## src/rtl/scd_pkg.sv

```systemverilog
package scd_pkg;

  // Where the cycle counter stands relative to the last PPS rise.
  typedef enum logic [1:0] {
    PH_GUARD  = 2'd0,  // too soon after the edge
    PH_OPEN   = 2'd1,  // loads permitted
    PH_CLOSED = 2'd2   // too close to the next edge
  } scd_phase_e;

endpackage

```

## src/rtl/scd_edge_timer.sv

```systemverilog
module scd_edge_timer #(
  parameter int GUARD_CYC = 16,
  parameter int LATE_CYC  = 1000
) (
  input  logic                  clk,
  input  logic                  rst_n,
  input  logic                  pps_in,
  output logic                  pps_rise,
  output scd_pkg::scd_phase_e   phase
);
  import scd_pkg::*;

  localparam int CNT_MAX = LATE_CYC + 1;
  localparam int CW      = $clog2(CNT_MAX + 1);

  logic          pps_q;
  logic [CW-1:0] cnt_q, cnt_d;

  assign pps_rise = pps_in & ~pps_q;

  always_comb begin
    cnt_d = cnt_q;
    if (pps_rise)
      cnt_d = '0;
    else if (cnt_q != CW'(CNT_MAX))
      cnt_d = cnt_q + 1'b1;
  end

  always_ff @(posedge clk or negedge rst_n) begin
    if (!rst_n) begin
      pps_q <= 1'b0;
      cnt_q <= '0;
    end else begin
      pps_q <= pps_in;
      cnt_q <= cnt_d;
    end
  end

  always_comb begin
    if (int'(cnt_q) < GUARD_CYC)
      phase = PH_GUARD;
    else if (int'(cnt_q) <= LATE_CYC)
      phase = PH_OPEN;
    else
      phase = PH_CLOSED;
  end

endmodule

```

## src/rtl/scd_scaler.sv

```systemverilog
module scd_scaler #(
  parameter int CORR_W      = 16,
  parameter int SCALE_W     = 16,
  parameter int FRAC_W      = 15,
  parameter int CODE_W      = 8,
  parameter int PS_PER_STEP = 1000
) (
  input  logic                     clk,
  input  logic                     rst_n,
  input  logic                     flush,
  input  logic                     in_valid,
  input  logic signed [CORR_W-1:0] corr,
  input  logic [SCALE_W-1:0]       scale,
  input  logic [CODE_W-1:0]        offset,
  output logic                     out_valid,
  output logic [CODE_W-1:0]        out_idx,
  output logic                     out_sat
);
  localparam int PW = CORR_W + SCALE_W + 1;
  localparam logic signed [PW-1:0] STEP_S = PW'(PS_PER_STEP);
  localparam logic signed [PW-1:0] HALF_S = PW'(PS_PER_STEP / 2);
  localparam logic signed [PW-1:0] MAXC_S = PW'((1 << CODE_W) - 1);

  // capture stage
  logic                     a_valid_q;
  logic signed [CORR_W-1:0] a_corr_q;

  // arithmetic
  logic signed [PW-1:0] prod, scaled, biased, steps, total;
  logic [CODE_W-1:0]    idx_d;
  logic                 sat_d;

  // result stage
  logic              b_valid_q;
  logic [CODE_W-1:0] b_idx_q;
  logic              b_sat_q;

  always_comb begin
    prod   = PW'(a_corr_q) * PW'($signed({1'b0, scale}));
    scaled = prod >>> FRAC_W;
    biased = (scaled >= 0) ? (scaled + HALF_S) : (scaled - HALF_S);
    steps  = biased / STEP_S;
    total  = steps + $signed({{(PW-CODE_W){1'b0}}, offset});
    if (total < 0) begin
      idx_d = '0;
      sat_d = 1'b1;
    end else if (total > MAXC_S) begin
      idx_d = '1;
      sat_d = 1'b1;
    end else begin
      idx_d = total[CODE_W-1:0];
      sat_d = 1'b0;
    end
  end

  always_ff @(posedge clk or negedge rst_n) begin
    if (!rst_n) begin
      a_valid_q <= 1'b0;
      a_corr_q  <= '0;
    end else begin
      a_valid_q <= in_valid;
      if (in_valid)
        a_corr_q <= corr;
    end
  end

  always_ff @(posedge clk or negedge rst_n) begin
    if (!rst_n) begin
      b_valid_q <= 1'b0;
      b_idx_q   <= '0;
      b_sat_q   <= 1'b0;
    end else begin
      b_valid_q <= a_valid_q & ~flush;
      if (a_valid_q) begin
        b_idx_q <= idx_d;
        b_sat_q <= sat_d;
      end
    end
  end

  assign out_valid = b_valid_q & ~flush;
  assign out_idx   = b_idx_q;
  assign out_sat   = b_sat_q;

endmodule

```

## src/rtl/scd_cal_table.sv

```systemverilog
module scd_cal_table #(
  parameter int CODE_W = 8
) (
  input  logic              clk,
  input  logic              rst_n,
  input  logic              we,
  input  logic [CODE_W-1:0] waddr,
  input  logic [CODE_W-1:0] wdata,
  input  logic [CODE_W-1:0] raddr,
  output logic [CODE_W-1:0] rdata
);
  localparam int DEPTH = 1 << CODE_W;

  logic [CODE_W-1:0] mem [DEPTH];

  for (genvar i = 0; i < DEPTH; i++) begin : g_entry
    always_ff @(posedge clk or negedge rst_n) begin
      if (!rst_n)
        mem[i] <= CODE_W'(i);
      else if (we && (waddr == CODE_W'(i)))
        mem[i] <= wdata;
    end
  end

  assign rdata = mem[raddr];

endmodule

```

## src/rtl/scd_delay_prog.sv

```systemverilog
module scd_delay_prog #(
  parameter int CORR_W      = 16,
  parameter int SCALE_W     = 16,
  parameter int FRAC_W      = 15,
  parameter int CODE_W      = 8,
  parameter int PS_PER_STEP = 1000,
  parameter int GUARD_CYC   = 16,
  parameter int LATE_CYC    = 1000
) (
  input  logic                     clk,
  input  logic                     rst_n,
  input  logic                     pps_in,
  input  logic                     corr_valid,
  input  logic signed [CORR_W-1:0] corr_ps,
  input  logic [SCALE_W-1:0]       gain_q15,
  input  logic [CODE_W-1:0]        code_offset,
  input  logic                     cal_we,
  input  logic [CODE_W-1:0]        cal_addr,
  input  logic [CODE_W-1:0]        cal_wdata,
  output logic [CODE_W-1:0]        delay_code,
  output logic                     load_strobe,
  output logic                     sat_flag,
  output logic                     stale_flag
);
  import scd_pkg::*;

  logic              pps_rise;
  scd_phase_e        phase;
  logic              sc_valid, sc_sat;
  logic [CODE_W-1:0] sc_idx, tbl_rd;

  scd_edge_timer #(
    .GUARD_CYC (GUARD_CYC),
    .LATE_CYC  (LATE_CYC)
  ) u_timer (
    .clk      (clk),
    .rst_n    (rst_n),
    .pps_in   (pps_in),
    .pps_rise (pps_rise),
    .phase    (phase)
  );

  scd_scaler #(
    .CORR_W      (CORR_W),
    .SCALE_W     (SCALE_W),
    .FRAC_W      (FRAC_W),
    .CODE_W      (CODE_W),
    .PS_PER_STEP (PS_PER_STEP)
  ) u_scaler (
    .clk       (clk),
    .rst_n     (rst_n),
    .flush     (pps_rise),
    .in_valid  (corr_valid),
    .corr      (corr_ps),
    .scale     (gain_q15),
    .offset    (code_offset),
    .out_valid (sc_valid),
    .out_idx   (sc_idx),
    .out_sat   (sc_sat)
  );

  scd_cal_table #(
    .CODE_W (CODE_W)
  ) u_table (
    .clk   (clk),
    .rst_n (rst_n),
    .we    (cal_we),
    .waddr (cal_addr),
    .wdata (cal_wdata),
    .raddr (sc_idx),
    .rdata (tbl_rd)
  );

  // pending report, output registers and period bookkeeping
  logic              pend_q, pend_d;
  logic [CODE_W-1:0] pcode_q, pcode_d;
  logic              psat_q, psat_d;
  logic [CODE_W-1:0] code_q, code_d;
  logic              sat_q, sat_d;
  logic              stb_q, stb_d;
  logic              stale_q, stale_d;
  logic              done_q, done_d;   // a load occurred in this period
  logic              seen_q, seen_d;   // at least one PPS rise observed
  logic              load_go;

  always_comb begin
    pend_d  = pend_q;
    pcode_d = pcode_q;
    psat_d  = psat_q;
    code_d  = code_q;
    sat_d   = sat_q;
    stb_d   = 1'b0;
    stale_d = stale_q;
    done_d  = done_q;
    seen_d  = seen_q;
    load_go = pend_q && (phase == PH_OPEN) && !pps_rise;

    if (load_go) begin
      code_d  = pcode_q;
      sat_d   = psat_q;
      stb_d   = 1'b1;
      stale_d = 1'b0;
      done_d  = 1'b1;
      pend_d  = 1'b0;
    end
    if (sc_valid) begin
      pend_d  = 1'b1;
      pcode_d = tbl_rd;
      psat_d  = sc_sat;
    end
    if (pps_rise) begin
      pend_d = 1'b0;
      done_d = 1'b0;
      seen_d = 1'b1;
      if (seen_q && !done_q)
        stale_d = 1'b1;
    end
  end

  always_ff @(posedge clk or negedge rst_n) begin
    if (!rst_n) begin
      pend_q  <= 1'b0;
      pcode_q <= '0;
      psat_q  <= 1'b0;
      code_q  <= '0;
      sat_q   <= 1'b0;
      stb_q   <= 1'b0;
      stale_q <= 1'b0;
      done_q  <= 1'b0;
      seen_q  <= 1'b0;
    end else begin
      pend_q  <= pend_d;
      pcode_q <= pcode_d;
      psat_q  <= psat_d;
      code_q  <= code_d;
      sat_q   <= sat_d;
      stb_q   <= stb_d;
      stale_q <= stale_d;
      done_q  <= done_d;
      seen_q  <= seen_d;
    end
  end

  assign delay_code  = code_q;
  assign load_strobe = stb_q;
  assign sat_flag    = sat_q;
  assign stale_flag  = stale_q;

endmodule

```

## config.mk

```make
export PLATFORM = sky130hd
export DESIGN_NAME = scd_delay_prog
export DESIGN_NICKNAME = d
export VERILOG_FILES = /design/src/rtl/scd_pkg.sv /design/src/rtl/scd_edge_timer.sv /design/src/rtl/scd_scaler.sv /design/src/rtl/scd_cal_table.sv /design/src/rtl/scd_delay_prog.sv
export SDC_FILE = /design/constraint.sdc
export NUM_CORES = 2
export LEC_CHECK = 0
export ABC_CLOCK_PERIOD_IN_PS = 22300
export BUFFER_PORTS_ARGS = -buffer_cell sky130_fd_sc_hd__clkbuf_2
export CAP_MARGIN = 25
export CORE_ASPECT_RATIO = 1.4
export CORE_MARGIN = 10
export CORE_UTILIZATION = 64
export DETAILED_ROUTE_END_ITERATION = 8
export GPL_TIMING_DRIVEN = 0
export PLACE_DENSITY_LB_ADDON = 0.05
export SLEW_MARGIN = 0
export SYNTH_ARGS = -nofsm -noshare
export SYNTH_HDL_FRONTEND = slang
export SYNTH_SLANG_ARGS = --single-unit
```

## constraint.sdc

```tcl
create_clock -name clk -period 22.3 [get_ports clk]
set_input_delay 2.23 -clock clk [delete_from_list [all_inputs] [get_ports clk]]
set_output_delay 2.23 -clock clk [all_outputs]
set_load 0.05 [all_outputs]
```

# Word-level counts from Yosys, hierarchy flattened
# Cells that the tools add are included.
[totals]
reg_bits = 2109
in_bits = 61
wordCells = 833
[classes]
add_sub_neg = 4
n_mul = 1
div = 1
magnitude_cmp = 6
n_eq_ne = 257
n_mux = 21
bitwise_logic = 6
reduce_logical = 265
[op_table]
columns = ["operator", "n"]
rows = [
  ["== test 8 bit (second input constant)", 128],
  ["== test 8 x 7 -> 1 bit (second input constant)", 64],
  ["logical AND 1 bit", 259],
  ["== test 8 x 6 -> 1 bit (second input constant)", 32],
  ["== test 8 x 5 -> 1 bit (second input constant)", 16],
  ["binary-select mux 8 bit (select 8 bit)", 1],
  ["== test 8 x 4 -> 1 bit (second input constant)", 8],
  ["adder 33 x 9 -> 33 bit", 1],
  ["divider 33 x 11 -> 33 bit (second input constant)", 1],
  ["> comparator 33 x 9 -> 1 bit (second input constant)", 1],
  ["< comparator 33 x 1 -> 1 bit (second input constant)", 1],
  ["multiplier 16 x 17 -> 33 bit", 1],
  ["2-to-1 mux 33 bit", 1],
  ["== test 8 x 3 -> 1 bit (second input constant)", 4],
  ["2-to-1 mux 8 bit", 4],
  ["2-to-1 mux 10 bit", 2],
  ["adder 18 x 10 -> 19 bit (second input constant)", 1],
  ["subtractor 18 x 10 -> 19 bit (second input constant)", 1],
  [">= comparator 18 x 1 -> 1 bit (second input constant)", 1],
  ["== test 8 x 2 -> 1 bit (second input constant)", 2],
  ["2-to-1 mux 1 bit", 11],
  ["adder 10 x 1 -> 10 bit (second input constant)", 1],
  ["less-or-equal comparator 10 bit (second input constant)", 1],
  ["< comparator 10 x 5 -> 1 bit (second input constant)", 1],
  ["12 further kinds", 18],
]

# Logic depth before layout (Yosys ltp)
[depth]
word_depth = 9
ltp_mapped = 80

# Cells and area by module
# From an unflattened synthesis, not the netlist that was laid out.
[unflattened]
hier_cells = 7896
hier_area_um2 = 110807.5
[by_module_without_submodules]
columns = ["mod", "instances", "cells_each", "area_per_inst_um2"]
rows = [
  ["scd_cal_table", 1, 5980, 94640.8],
  ["scd_scaler", 1, 1800, 14687.8],
  ["scd_delay_prog", 1, 53, 868.3],
  ["scd_edge_timer", 1, 63, 610.6],
]

# Worst setup path after synthesis
# No wires, ideal clock.
[synth_path]
path_type = "input to register"
startpoint = "input port gain_q15[10]"
endpoint = "register u_scaler.b_idx_q[0], in the netlist u_scaler.out_idx[0]"
setup_ns = 0.123
arrival_ns = 19.333
required_time_ns = 22.177
slack_ns = 2.844
cell_stages = 75
n_path_buf = 9
cell_sequence = "clkbuf_1 > and2_1 > fa_1 > inv_1 > fa_1 > inv_1 > fa_1 > fa_1 > fa_1 > inv_1 > fa_1 > inv_1 > ha_1 > buf_2 > nand3_4 > o32ai_2 > a32oi_2 > a2111o_1 > [... 39 more ...] > inv_1 > ha_1 > nand2_1 > o21ai_0 > ha_1 > a21o_1 > a21oi_1 > o21bai_1 > a21oi_1 > o21bai_1 > a21oi_1 > nor2b_1 > nor2_1 > nand3_1 > or3_1 > a311o_1 > buf_2 > o221a_1"
[synth_via]
elab_chain_len = 8
[synth_rtl]
columns = ["item", "line", "rtl"]
rows = [
  ["start, declared", "scd_delay_prog.sv:15", "input logic [SCALE_W-1:0] gain_q15,"],
  ["multiplier 16 x 17 -> 33 bit *", "scd_scaler.sv:39", "prod = PW'(a_corr_q) * PW'($signed({1'b0, scale}));"],
  ["subtractor 18 x 10 -> 19 bit (tied with other cells)", "scd_scaler.sv:41", "biased = (scaled >= 0) ? (scaled + HALF_S) : (scaled - HALF_S);"],
  ["2-to-1 mux 33 bit *", "scd_scaler.sv:41", ""],
  ["divider 33 x 11 -> 33 bit *", "scd_scaler.sv:42", "steps = biased / STEP_S;"],
  ["adder 33 x 9 -> 33 bit *", "scd_scaler.sv:43", "total = steps + $signed({{(PW-CODE_W){1'b0}}, offset});"],
  ["> comparator 33 x 9 -> 1 bit", "scd_scaler.sv:47", "end else if (total > MAXC_S) begin"],
  ["2-to-1 mux 8 bit", "scd_scaler.sv:47", ""],
  ["2-to-1 mux 8 bit *", "scd_scaler.sv:44", "if (total < 0) begin"],
  ["end signal, assigned", "scd_scaler.sv:75", "b_idx_q <= idx_d;"],
  ["end, declared", "scd_scaler.sv:35", "logic [CODE_W-1:0] b_idx_q;"],
]
# Every way passes the cells marked *; elsewhere a longest branch is shown, timed or not.
# A chain may end at the register's enable or synchronous reset.

# Final worst setup path
[layout_path]
startpoint = "input port gain_q15[6]"
endpoint = "register u_scaler.b_idx_q[2], in the netlist u_scaler.out_idx[2]"
# The elaborated chain is that of the path after synthesis.

==> impl_metrics.py <==
metrics = {
    "outcome": {
        "outcome": "completed",
    },
    "routing": {
        "top_layer": "met5",
        "ant_nets": 0,
        "drtPass1Iterations": 6,
        "route.met2.wl_mm": 169,
        "viasPerCell": 6.78,
        "wire_per_inst_um": 34.7,
        "route.layer.met1.wl_mm": 120,
        "drcViolationCount": 0,
        "route.met3.wl_mm": 28.8,
        "vias": 69600,
        "drtIter0Drc": 6573,
        "drt_wl_total_mm": 356,
    },
    "hold_path": {
        "hold_class": "reg2reg",
    },
    "sta": {
        "fin_tns_setup_ns": 0,
        "max_freq_mhz": 46.8,
        "final-hold-violation-count": 0,
        "fin_ws_ns": 0.949,
        "fin_crit_sh": 0.957,
        "slew_violations": 0,
        "setup_viol": 0,
        "slew_headroom": 0.179,
        "worstMarginPinSlew_ns": 1.23,
        "fin_crit_ns": 21.35,
        "fin_worst_skew_ns": 0.0423,
    },
    "global_routing": {
        "grt_max_degree": 122,
        "antenna_found_initial": 46,
        "overflow": 0,
        "grt.total_usage": 0.379,
        "grt_pass1_wl_mm": 511,
        "grt_pass1_vias": 72100,
    },
    "place": {
        "io_buffer_count": 63,
        "place_hpwl_mm": 270,
        "place.gp.congestion": 1.01,
        "placed_area_mm2": 0.114,
        "pre_cts_ws_ns": -1.35,
    },
    "clock_tree": {
        "htreeDepth": 4,
        "cts.clk_slew.worst_paths_ns": 0.07,
        "numCtsBuffers": 197,
        "cts_buffer_depth": 3,
        "cts.sinks": 2109,
        "cts_tree": "done",
        "clock_latency_ns": 0.89,
        "cts_hold_buf": 0,
        "root_buffer": "clkbuf_16",
    },
    "synth": {
        "syn_area_mm2": 0.109,
        "yosysUniqueCellTypes": 118,
        "yosys_warnings": 0,
        "ys_seq_area_frac": 0.494,
        "synth_cells": 7358,
        "ys_seq_elements": 2109,
        "async_flop_share": 1.00,
        "synth_area_per_cell_um2": 14.9,
        "synth_ff_type": "dfrtp_1",
        "syn_nets": 7752,
        "synth_edf_count": 0,
    },
    "layout": {
        "final_cell_mix": "2,085 x mux2_2, 1,085 x dfrtp_1, 1,024 x dfstp_2, 680 x mux4_2, 426 x clkbuf_1",
        "drive_gt1_frac": 0.559,
        "area_growth_pct": 11.4,
        "final_common_cell": "mux2_2",
        "nets": 8147,
        "final_area_mm2": 0.122,
        "postLayoutCoreUtil": 0.717,
    },
    "setup_path": {
        "crit_type": "in2reg",
        "cp-end-kind": "flop",
        "cp_max_fo": 11,
        "startpoint_type": "input pin",
        "required_ns": 23.06,
        "worst_ep_arrival_time_ns": 22.11,
        "slowest_stage": "fa_1",
        "cp_slowest_stage_delay_ns": 0.64,
    },
    "floorplan": {
        "start_util": 0.644,
        "dieArea_mm2": 0.188,
        "rows": 179,
        "die_height_um": 509,
        "fp.coreArea_mm2": 0.170,
        "pin_count": 72,
        "die_w_um": 369,
    },
    "flow_run": {
        "drv_cap": 0,
    },
}
## layer usage
| metal | track usage | vias up |
|---|---|---|
| li1 | - | 27900 |
| met1 | 0.429 | 37200 |
| met2 | 0.597 | 3333 |
| met3 | 0.0941 | 1147 |
| met4 | 0.339 | 24 |
| met5 | 0 | - |
## area by class of cell
cell class / count / area [µm²]
Fill cell: 11300 / 48100
Multi-Input combinational cell: 4503 / 52700
Antenna cell: 70 / 175
Timing Repair Buffer: 195 / 2550
Clock inverter: 78 / 920
Tap cell: 2262 / 2830
Inverter: 261 / 980
Buffer: 486 / 1880
Sequential cell: 2109 / 54100
Clock buffer: 297 / 5810
## critical path: cells and delay by family
kind                       cells  cell delay, ns
AOI/OAI and AO/OA             27            7.28
and+or+nand+nor               21            4.73
adders and majority gates     10            4.47
buffers and inverters         15            2.80
xor gates and xnor gates       2            0.56
## stage by stage
step,hold WS [ns],instances
6_report,0.483,10300
5_1_grt,0.499,10200
4_1_cts,0.488,10200
3_5_place_dp,0.471,9781
3_3_place_gp,0.455,9683
2_1_floorplan,0.439,7358
## synthesized netlist by cell type (13+ instances only)
library cell,count,share of area
nand3_1,47,0.0021
a21o_1,13,0.00089
and2_1,127,0.0073
nand4_1,25,0.0014
ha_1,139,0.016
clkbuf_1,402,0.014
nor2b_1,15,0.00086
mux2_2,2085,0.21
mux4_2,680,0.14
dfstp_2,1024,0.25
nand2_1,314,0.011
nand2b_1,25,0.0014
a31oi_1,20,0.0011
nor2_1,286,0.0098
a21oi_1,83,0.0038
dfrtp_1,1085,0.25
and3_1,16,0.00091
o211ai_1,18,0.0012
fa_1,194,0.035
a211oi_1,13,0.00089
xnor2_1,58,0.0046
o21ai_0,44,0.0020
inv_1,261,0.0090
buf_1,75,0.0026
xor2_1,27,0.0022
nor3_1,26,0.0012
## timing repair
item                                   4_1_cts  5_1_grt
gates resized for setup                      3       66
cloned                                       0        1
setup endpoints to repair                    9        9
endpoints found under the hold margin        0        0
buffers inserted                             0       12
pin swaps                                    0        9
## worst paths after layout
kind	from	end	slack [ns]	depth (start not counted)
min in group asynchronous	rst_n	u_table.mem[684]	1.32	1
min reg2reg	seen_q	seen_q	0.48	1
max	gain_q15[6]	u_scaler.out_idx[2]	0.95	75
min	seen_q	seen_q	0.48	1
max in group asynchronous	rst_n	u_scaler.a_corr_q[4]	17.45	7
max reg2reg	u_scaler.a_corr_q[9]	u_scaler.out_idx[2]	1.60	77
## flip-flops by register name (all words and copies together), names as in the netlist
signal	count
u_table.mem	2048
u_scaler.a_corr_q	16
u_timer.cnt_q	10
delay_code	8
pcode_q	8
u_scaler.out_idx	8
done_q	1
load_strobe	1
pend_q	1
psat_q	1
sat_flag	1
seen_q	1
stale_flag	1
u_scaler.a_valid_q	1
u_scaler.b_valid_q	1
u_scaler.out_sat	1
u_timer.pps_q	1
## logic make-up after synthesis
family / after synthesis / synth area share
DFF: 2109 / 0.494
and+or+nand+nor: 945 / 0.0410
adders and majority gates: 335 / 0.0516
AOI/OAI and AO/OA: 358 / 0.0248
buffers and inverters: 747 / 0.0258
muxes: 2777 / 0.356
xor gates and xnor gates: 87 / 0.00710
Power is not shown: default switching activity piles up to over one toggle a cycle in this logic, so the estimate is an artifact.
